==> src/rtl/rse_pkg.sv <==
package rse_pkg;
  typedef enum logic [2:0] {
    S_IDLE,
    S_FETCH,
    S_DRIVE,
    S_WCOUNT,
    S_HOLD
  } seq_state_e;
endpackage

==> src/rtl/rse_sync.sv <==
module rse_sync #(
  parameter int          W      = 1,
  parameter int          STAGES = 2,
  parameter logic [W-1:0] INIT  = '0
) (
  input  logic         clk,
  input  logic         rst_n,
  input  logic [W-1:0] d,
  output logic [W-1:0] q
);
  logic [W-1:0] stage_q [STAGES];

  always_ff @(posedge clk or negedge rst_n) begin
    if (!rst_n) begin
      for (int i = 0; i < STAGES; i++) stage_q[i] <= INIT;
    end else begin
      stage_q[0] <= d;
      for (int i = 1; i < STAGES; i++) stage_q[i] <= stage_q[i-1];
    end
  end

  assign q = stage_q[STAGES-1];
endmodule

==> src/rtl/rse_seq.sv <==
module rse_seq
  import rse_pkg::*;
#(
  parameter int ADDR_W     = 10,
  parameter int DATA_W     = 16,
  parameter int SAMPLE_DLY = 6,
  parameter int VEC_WORDS  = 4,
  parameter int RESET_BASE = 0
) (
  input  logic              clk,
  input  logic              rst_n,
  input  logic [ADDR_W-1:0] addr_s,
  input  logic              oe_s_n,
  input  logic [DATA_W-1:0] data_s,
  input  logic              mem_ready,
  input  logic [ADDR_W-1:0] win_mask,
  input  logic [ADDR_W-1:0] win_match,
  output logic [ADDR_W-1:0] mem_addr,
  input  logic [DATA_W-1:0] mem_rdata,
  output logic [DATA_W-1:0] bus_d_out,
  output logic              bus_d_oe,
  output logic              push,
  output logic [ADDR_W-1:0] push_off,
  output logic [DATA_W-1:0] push_data
);
  localparam int CW  = $clog2(SAMPLE_DLY + 1);
  localparam int VCW = $clog2(VEC_WORDS + 2);

  seq_state_e     state;
  logic [CW-1:0]  cnt;
  logic [VCW-1:0] vec_cnt;
  logic           in_win;

  assign in_win = ((addr_s & win_mask) == (win_match & win_mask));

  always_ff @(posedge clk or negedge rst_n) begin
    if (!rst_n) begin
      state     <= S_IDLE;
      cnt       <= '0;
      vec_cnt   <= '0;
      mem_addr  <= '0;
      bus_d_out <= '0;
      bus_d_oe  <= 1'b0;
      push      <= 1'b0;
      push_off  <= '0;
      push_data <= '0;
    end else begin
      push <= 1'b0;
      unique case (state)
        S_IDLE: begin
          if (!oe_s_n) begin
            if (in_win) begin
              push_off <= addr_s & ~win_mask;
              cnt      <= '0;
              state    <= S_WCOUNT;
            end else if (mem_ready) begin
              if (vec_cnt < VCW'(VEC_WORDS)) begin
                mem_addr <= ADDR_W'(RESET_BASE) + ADDR_W'(vec_cnt);
                vec_cnt  <= vec_cnt + 1'b1;
              end else begin
                mem_addr <= addr_s;
              end
              state <= S_FETCH;
            end else begin
              state <= S_HOLD;
            end
          end
        end
        S_FETCH: begin
          if (oe_s_n) begin
            state <= S_IDLE;
          end else if (!mem_ready) begin
            state <= S_HOLD;
          end else begin
            bus_d_out <= mem_rdata;
            bus_d_oe  <= 1'b1;
            state     <= S_DRIVE;
          end
        end
        S_DRIVE: begin
          if (oe_s_n || !mem_ready) begin
            bus_d_oe <= 1'b0;
            state    <= oe_s_n ? S_IDLE : S_HOLD;
          end
        end
        S_WCOUNT: begin
          if (oe_s_n) begin
            state <= S_IDLE;
          end else if (cnt == CW'(SAMPLE_DLY - 1)) begin
            push      <= 1'b1;
            push_data <= data_s;
            state     <= S_HOLD;
          end else begin
            cnt <= cnt + 1'b1;
          end
        end
        S_HOLD: begin
          bus_d_oe <= 1'b0;
          if (oe_s_n) state <= S_IDLE;
        end
        default: state <= S_IDLE;
      endcase
      if (!mem_ready) vec_cnt <= '0;
    end
  end

  // drivers come off one clock after the synchronized enable deasserts
  assert_release_R5: assert property (@(posedge clk) disable iff (!rst_n)
    oe_s_n |=> !bus_d_oe);

  // no drive while the backing memory is not ready
  assert_no_drive_unready_R2: assert property (@(posedge clk) disable iff (!rst_n)
    !mem_ready |=> !bus_d_oe);

  // window accesses never drive the bus
  assert_window_quiet_R6: assert property (@(posedge clk) disable iff (!rst_n)
    (state == S_WCOUNT) |-> !bus_d_oe);

  // a capture only happens while the enable is still held
  assert_push_in_access_R7: assert property (@(posedge clk) disable iff (!rst_n)
    push |-> $past(!oe_s_n));
endmodule

==> src/rtl/rse_fifo.sv <==
module rse_fifo #(
  parameter int W     = 26,
  parameter int DEPTH = 4
) (
  input  logic         clk,
  input  logic         rst_n,
  input  logic         push,
  input  logic [W-1:0] push_d,
  output logic         out_valid,
  input  logic         out_ready,
  output logic [W-1:0] out_d,
  output logic         overflow
);
  localparam int PW = (DEPTH > 1) ? $clog2(DEPTH) : 1;
  localparam int NW = $clog2(DEPTH + 1);

  logic [W-1:0]  store [DEPTH];
  logic [PW-1:0] wp, rp;
  logic [NW-1:0] count;
  logic          full, pop, do_push;

  assign full      = (count == NW'(DEPTH));
  assign out_valid = (count != '0);
  assign pop       = out_valid && out_ready;
  assign do_push   = push && !full;
  assign out_d     = store[rp];

  function automatic logic [PW-1:0] bump(input logic [PW-1:0] p);
    return (p == PW'(DEPTH - 1)) ? '0 : p + 1'b1;
  endfunction

  always_ff @(posedge clk or negedge rst_n) begin
    if (!rst_n) begin
      wp       <= '0;
      rp       <= '0;
      count    <= '0;
      overflow <= 1'b0;
      for (int i = 0; i < DEPTH; i++) store[i] <= '0;
    end else begin
      if (do_push) begin
        store[wp] <= push_d;
        wp        <= bump(wp);
      end
      if (pop) rp <= bump(rp);
      if (do_push && !pop)      count <= count + 1'b1;
      else if (!do_push && pop) count <= count - 1'b1;
      if (push && full) overflow <= 1'b1;
    end
  end

  // a push into a full queue raises the flag
  assert_drop_on_full_R10: assert property (@(posedge clk) disable iff (!rst_n)
    (push && full) |=> overflow);

  // the flag is sticky
  assert_overflow_sticky_R10: assert property (@(posedge clk) disable iff (!rst_n)
    overflow |=> overflow);

  // a stalled entry stays put
  assert_stall_hold_R9: assert property (@(posedge clk) disable iff (!rst_n)
    (out_valid && !out_ready) |=> (out_valid && $stable(out_d)));

  // occupancy never exceeds the depth
  assert_no_overfill_R10: assert property (@(posedge clk) disable iff (!rst_n)
    count <= NW'(DEPTH));
endmodule

==> src/rtl/rom_socket_emu.sv <==
module rom_socket_emu #(
  parameter int ADDR_W     = 10,
  parameter int DATA_W     = 16,
  parameter int SAMPLE_DLY = 6,
  parameter int VEC_WORDS  = 4,
  parameter int RESET_BASE = 0,
  parameter int FIFO_DEPTH = 4,
  parameter int SYNC_STAGES = 2
) (
  input  logic              clk,
  input  logic              rst_n,
  input  logic              mem_ready,
  input  logic [ADDR_W-1:0] win_mask,
  input  logic [ADDR_W-1:0] win_match,
  input  logic [ADDR_W-1:0] bus_addr,
  input  logic              bus_oe_n,
  input  logic [DATA_W-1:0] bus_d_in,
  output logic [DATA_W-1:0] bus_d_out,
  output logic              bus_d_oe,
  output logic [ADDR_W-1:0] mem_addr,
  input  logic [DATA_W-1:0] mem_rdata,
  output logic              wr_valid,
  input  logic              wr_ready,
  output logic [ADDR_W-1:0] wr_offset,
  output logic [DATA_W-1:0] wr_data,
  output logic              wr_overflow
);
  localparam int EW = ADDR_W + DATA_W;

  logic [ADDR_W-1:0] addr_s;
  logic              oe_s_n;
  logic [DATA_W-1:0] data_s;
  logic              push;
  logic [ADDR_W-1:0] push_off;
  logic [DATA_W-1:0] push_data;
  logic [EW-1:0]     fifo_out;

  rse_sync #(.W(ADDR_W), .STAGES(SYNC_STAGES), .INIT('0)) u_sync_addr (
    .clk(clk), .rst_n(rst_n), .d(bus_addr), .q(addr_s));

  rse_sync #(.W(1), .STAGES(SYNC_STAGES), .INIT(1'b1)) u_sync_oe (
    .clk(clk), .rst_n(rst_n), .d(bus_oe_n), .q(oe_s_n));

  rse_sync #(.W(DATA_W), .STAGES(SYNC_STAGES), .INIT('0)) u_sync_data (
    .clk(clk), .rst_n(rst_n), .d(bus_d_in), .q(data_s));

  rse_seq #(
    .ADDR_W(ADDR_W), .DATA_W(DATA_W), .SAMPLE_DLY(SAMPLE_DLY),
    .VEC_WORDS(VEC_WORDS), .RESET_BASE(RESET_BASE)
  ) u_seq (
    .clk(clk), .rst_n(rst_n),
    .addr_s(addr_s), .oe_s_n(oe_s_n), .data_s(data_s),
    .mem_ready(mem_ready), .win_mask(win_mask), .win_match(win_match),
    .mem_addr(mem_addr), .mem_rdata(mem_rdata),
    .bus_d_out(bus_d_out), .bus_d_oe(bus_d_oe),
    .push(push), .push_off(push_off), .push_data(push_data));

  rse_fifo #(.W(EW), .DEPTH(FIFO_DEPTH)) u_fifo (
    .clk(clk), .rst_n(rst_n),
    .push(push), .push_d({push_off, push_data}),
    .out_valid(wr_valid), .out_ready(wr_ready), .out_d(fifo_out),
    .overflow(wr_overflow));

  assign wr_offset = fifo_out[EW-1:DATA_W];
  assign wr_data   = fifo_out[DATA_W-1:0];
endmodule

==> config.mk <==
export PLATFORM = sky130hd
export DESIGN_NAME = rom_socket_emu
export DESIGN_NICKNAME = d
export VERILOG_FILES = /design/src/rtl/rse_pkg.sv /design/src/rtl/rse_sync.sv /design/src/rtl/rse_seq.sv /design/src/rtl/rse_fifo.sv /design/src/rtl/rom_socket_emu.sv
export SDC_FILE = /design/constraint.sdc
export NUM_CORES = 1
export LEC_CHECK = 0
export CORE_MARGIN = 5
export CORE_UTILIZATION = 44
export CTS_CLUSTER_DIAMETER = 100
export CTS_CLUSTER_SIZE = 20
export DETAILED_ROUTE_END_ITERATION = 12
export PLACE_DENSITY = 0.76
export SLEW_MARGIN = 20
export SYNTH_ARGS = -nofsm -noshare
export SYNTH_HDL_FRONTEND = slang
export SYNTH_SLANG_ARGS = --single-unit
==> constraint.sdc <==
create_clock -name clk -period 2.7 [get_ports clk]
set_input_delay 0.27 -clock clk [delete_from_list [all_inputs] [get_ports clk]]
set_output_delay 0.27 -clock clk [all_outputs]
set_load 0.02 [all_outputs]
## After elaboration in Yosys (flattened, before gate mapping)

Cells that the tools add are included.

| word-level totals | value |
|---|---|
| bits in registers | 229 |
| logic and storage cells | 126 |

| cells by class | value |
|---|---|
| add/sub/neg operators | 6 |
| $lt $le $gt $ge | 4 |
| equality and inequality tests | 22 |
| multiplexer cells | 39 |
| bitwise operators | 8 |
| reductions and logical operators | 24 |

Operator list:

| kind | number |
|---|---|
| $bwmux 104 | 1 |
| $mux 26 | 3 |
| $mux 3 | 21 |
| $bmux 26 s2 | 1 |
| $demux 26 s2 | 1 |
| $and 10x10->10 | 3 |
| $ne 2x2->1 const B | 8 |
| $reduce_and 4->1 | 4 |
| $pmux 3 s5 | 1 |
| $eq 10x10->1 | 1 |
| $mux 10 | 1 |
| $not 10->10 | 1 |
| $add 3x1->3 const B | 3 |
| $eq 3x3->1 const B | 3 |
| $reduce_and 3->1 | 3 |
| $ne 2x1->1 const B | 4 |
| $eq 3x2->1 const B | 2 |
| $ge 3x3->1 const B | 2 |
| $logic_and 1x1->1 | 6 |
| $mux 1 | 6 |
| $not 2->3 | 2 |
| $pmux 3 s2 | 1 |
| $reduce_bool 3->1 | 2 |
| $reduce_and 5->1 | 1 |
| 14 further kinds | 22 |

## Longest topological paths before layout

| depth | value |
|---|---|
| depth in word-level cells | 7 |
| gate-level depth with buffers | 8 |
| depth with buffers taken out | 8 |

## Cells and area by module

Synthesis repeated with hierarchy kept, for this count alone.

| unflattened totals | value |
|---|---|
| cells, all modules | 607 |
| area, all modules | 9404.0 um^2 |

By module, submodules not included:

| module | times used | cells each | area each (um^2) |
|---|---|---|---|
| rse_fifo | 1 | 290 | 4978.5 |
| rse_seq | 1 | 237 | 2876.5 |
| rse_sync (u_sync_data) | 1 | 48 | 920.9 |
| rse_sync (u_sync_addr) | 1 | 30 | 575.6 |
| rse_sync (u_sync_oe) | 1 | 2 | 52.6 |

## Worst setup path before layout

OpenSTA, ideal clock, no wires.

| timing | value |
|---|---|
| kind | reg-to-reg |
| start point | register u_fifo.count[0] |
| end point | register u_fifo.count[2] |
| setup time | 0.079 ns |
| arrival time | 2.126 ns |
| setup slack | 0.495 ns |
| cell stages (with the launch flop) | 9 |
| path buffers | 0 |
| cell sequence | dfrtp_1 -> or3_1 -> nand2_1 -> ha_1 -> inv_1 -> fa_1 -> xor2_1 -> nor2_1 -> xor2_1 |

RTL lines:

| what | line | source |
|---|---|---|
| from (decl) | rse_fifo.sv:19 | `logic [NW-1:0] count;` |
| from (signal assigned) | rse_fifo.sv:45 | `if (do_push && !pop) count <= count + 1'b1;` |
| from (signal assigned) | rse_fifo.sv:46 | `else if (!do_push && pop) count <= count - 1'b1;` |
| $reduce_bool 3->1 * | rse_fifo.sv:23 | `assign out_valid = (count != '0);` |
| net wr_valid | rom_socket_emu.sv:22 | `output logic wr_valid,` |
| $logic_and 1x1->1 * | rse_fifo.sv:24 | `assign pop = out_valid && out_ready;` |
| $logic_not 1->1 | rse_fifo.sv:45 |  |
| $logic_and 1x1->1 | rse_fifo.sv:45 |  |
| $mux 3 or $reduce_bool 2->1 (tied branches) | - |  |

Mark *: on every way through the listed nets, which the timed path passes. The rest lies on a longest branch. The select of a mux whose other input is x is not followed.
A chain may end at the register's enable or synchronous reset.

## Final worst setup path

| timing | value |
|---|---|
| start point | register u_fifo.rp[1] |
| end point | output wr_data[2] |

| on the way | value |
|---|---|
| cells in the longest elaborated chain, start to end | 4 |

Ends and longest elaborated chain:

| what | line | source |
|---|---|---|
| from (decl) | rse_fifo.sv:18 | `logic [PW-1:0] wp, rp;` |
| from (signal assigned) | rse_fifo.sv:44 | `if (pop) rp <= bump(rp);` |
| $not 2->3 (not written as such) | rse_fifo.sv:26 | `assign out_d = store[rp];` |
| $bmux 26 s2 | rse_fifo.sv:26 |  |
| $mux 26 (not written as such) (2 in a row) | rse_fifo.sv:26 |  |
| to (decl) | rom_socket_emu.sv:25 | `output logic [DATA_W-1:0] wr_data,` |

Every way passes these cells. The select of a mux whose other input is x is not followed.

==> results.cfg <==
[global_route]
grt-busiest-layer = met2
grt_overflow = 0
use_met1 = 0.2100
grt_use_met3 = 0.02822
grt_start_max_net_pins = 67
use_met2 = 0.2664
grt_pass1_wl_mm = 30.68
antenna_found_initial = 0
grt_pass1_vias = 5798
grt_usage = 0.1584

[yosys]
ys_seq_area_frac = 0.6256
syn_area_sq_um = 9164
syn_avg_cell_area_sq_um = 16.05
synthFlopType = dfrtp_1
netlist_instances = 571
ys_types = 48
synth_fp_nets = 648
synth-edff-count = 0
yosysWarnings = 0
ys_ff_latch = 229
async_flop_share = 1.000

[sta]
drv_slew = 0
worst_clock_skew_ns = 0.01584
rsz0062_at_grt = false
setup_slack_ns = 0.1432
finalSetupViolCount = 0
fmax_mhz = 391.1
worst_pin_slew_ns = 0.4893
final.period_utilization = 0.9470
tns_ns = 0
max_slew_margin = 0.6738
hold_viol = 0
min_period_ns = 2.557

[detailed_routing]
first_iter_violations = 355
routedWlPerCell_microns = 18.92
vias = 5165
viasPerCell = 5.254
firstDrtPassIters = 4
wirelength_mm = 18.60
antenna_left = 0
drc = 0

[clock_network]
cts_tree = yes
clkSinkCount = 229
cts.repair.resized = 0
htreeDepth = 1
cts_root_buf = clkbuf_16
clkLatencyLatePin_ns = 0.47
cts_buffer_depth = 3
clkTransAtPathRegs_ns = 0.09
cts_buffers = 15

[critical_path]
r2r_slack_ns = 0.44
path_max_fanout = 22
crit_arrival_ns = 2.29
endpoint_kind = output pin
critPathLaunchType = register
r2r_end = u_fifo.count[2]
reg2reg_depth = 8
crit_type = reg2out
cp.required_ns = 2.43
r2r_start = u_fifo.count[0]

[power_and_ir_drop]
comb_power_share = 0.210
p_sw_mw = 2.126
swShare = 0.2744
p_per_area_nw_per_um2 = 689.5
p_int_mw = 5.622
ir_drop_mv = 0.5231
power_frac_clock = 0.271
p_leak_nw = 5.218
seq_power_share = 0.520

[die]
die-area_sq_um = 23810
initial_core_util = 0.4500
rows = 52
fp.coreArea_sq_um = 20360
ios = 122
die_w_microns = 154.3
die_h_microns = 154.3

[place]
io_buffers = 121
gp_congestion = 0.8373
place_ws_ns = 0.4176
placed_cells = 959
dp_hpwl_mm = 13.03

[layout]
synthToLayoutAreaGrowth_pct = 22.61
nNetsFinal = 787
diodes = 0
drive_above_1_share = 0.3310
fin_cells = 983

[worst_hold_path]
hp-start = bus_oe_n
holdPathStages = 1
min_to = u_sync_oe.stage_q[1]
hold_class = in2reg

[outcome]
outcome = complete, no violations

[run]
maxCapViolCount = 0
-- sequential cells by signal, summed over array words and instances (netlist names) --
signal               flops
u_fifo.rp                2
u_sync_addr.stage_q     10
u_seq.vec_cnt            3
u_fifo.count             3
u_seq.cnt                3
u_seq.push_data         16
u_seq.push_off          10
u_seq.bus_d_out         16
u_fifo.wp                2
u_sync_data.q           16
u_seq.push               1
u_sync_data.stage_q     16
u_seq.state              3
u_fifo.overflow          1
u_seq.mem_addr          10
u_sync_oe.stage_q        1
u_sync_oe.q              1
u_seq.bus_d_oe           1
u_sync_addr.q           10
u_fifo.store           104
-- worst max-delay path by stage --
stage / startpoint / end / slack [ns] / cells past startpoint
2_1_floorplan: u_fifo.count[0] / u_fifo.count[2] / 0.50 / 8
3_3_place_gp: win_match[9] / u_seq.push_off[9] / 0.50 / 7
6_report: u_fifo.rp[1] / wr_data[2] / 0.14 / 3
5_1_grt: u_fifo.rp[0] / wr_offset[1] / 0.05 / 3
3_5_place_dp: u_fifo.count[0] / u_fifo.count[2] / 0.42 / 8
4_1_cts: u_fifo.rp[0] / wr_data[3] / 0.02 / 3
-- worst max-delay path, cell delays in order, from the launching register on --
cell and delay [ns]:
dfrtp_1 0.61, buf_12 0.25, mux4_2 0.35, clkdlybuf4s50_1 0.59
-- per-stage QoR --
step | area (sq um) | power, mW | utilization | hold slack, ns
global placement | 10800 | 5.643 | 0.5302 | 0.2409
detailed placement | 10800 | 5.702 | 0.5302 | 0.2516
floorplan | 9164 | 4.917 | - | -0.02559
global route | 11240 | 8.156 | 0.5517 | 0.2020
finish | 11240 | 7.748 | 0.5517 | 0.2106
CTS | 11210 | 7.843 | 0.5506 | 0.1938
-- cell families (layout without fill, tap and decap cells) --
kind of cell	count (synthesis)	in the layout	share of synthesized area
XOR/XNOR	14	14	0.01338
flip-flops	229	229	0.6256
buffers and inverters	33	175	0.01871
multiplexers	178	178	0.2511
AND/OR/NAND/NOR	63	63	0.04137
adder cells (fa/ha/maj)	10	10	0.01447
AO/OA/AOI/OAI	44	44	0.03537
-- synthesized netlist by cell type, types with 5 or more instances --
| cell type | instances | area share |
|---|---|---|
| nor2b_1 | 11 | 0.0075 |
| inv_1 | 7 | 0.0029 |
| mux4_2 | 26 | 0.064 |
| ha_1 | 9 | 0.012 |
| mux2_2 | 151 | 0.19 |
| buf_2 | 17 | 0.0093 |
| a22oi_1 | 5 | 0.0041 |
| nand2_1 | 12 | 0.0049 |
| o21ai_0 | 8 | 0.0044 |
| dfrtp_1 | 227 | 0.62 |
| nand2_2 | 5 | 0.0034 |
| xor2_1 | 13 | 0.012 |
| nand4_1 | 8 | 0.0055 |
| o2bb2ai_1 | 8 | 0.0076 |
| nor2_1 | 11 | 0.0045 |
-- cell type report --
class	instances	area, sq um
Timing Repair Buffer	148	1471
Clock buffer	19	390.4
Multi-Input combinational cell	309	3259
Inverter	7	26.28
Fill cell	1587	9129
Sequential cell	229	5734
Tap cell	270	337.8
Clock inverter	1	16.27
-- power by group through the flow --
| stage | clock network, mW | registers [mW] | logic [mW] |
|---|---|---|---|
| 2_1_floorplan | 0 | 4.12 | 0.796 |
| 3_3_place_gp | 0 | 4.08 | 1.57 |
| 3_5_place_dp | 0 | 4.10 | 1.60 |
| 4_1_cts | 2.19 | 4.04 | 1.61 |
| 5_1_grt | 2.31 | 4.08 | 1.76 |
| 6_report | 2.10 | 4.03 | 1.62 |
-- placed cells by master, fill, tap and decap left out, drive strengths merged, types with 2 or more instances in the layout --
cell type / netlist / final
o311ai: 2 / 2
xor2: 13 / 13
mux4: 26 / 26
mux2: 152 / 152
dfstp: 2 / 2
a22oi: 5 / 5
nor4: 2 / 2
a21oi: 4 / 4
o21ai: 8 / 8
nand3: 2 / 2
ha: 9 / 9
o211ai: 2 / 2
nand2: 17 / 17
inv: 7 / 7
a21o: 3 / 3
nor3: 3 / 3
dfrtp: 227 / 227
clkdlybuf4s50: 0 / 120
nor2: 11 / 11
nand4: 8 / 8
o2bb2ai: 8 / 8
clkbuf: 4 / 19
nor2b: 11 / 11
or3: 4 / 4
buf: 22 / 27
o2111ai: 2 / 2
o31ai: 2 / 2
-- routing by layer --
layer | wire (microns) | vias to the layer above
li1 | - | 2335
met1 | 7838 | 2675
met3 | 864 | 33
met2 | 9442 | 122
met4 | 451 | 0
met5 | 0 | -
-- repair_timing --
action | 4_1_cts | 5_1_grt
hold buffers | 1 | 0
endpoints found under the setup margin | 0 | 4
setup buffers | 0 | 3
endpoints found under the hold margin | 60 | 0
No activity file was read; power rests on OpenSTA's default activity.
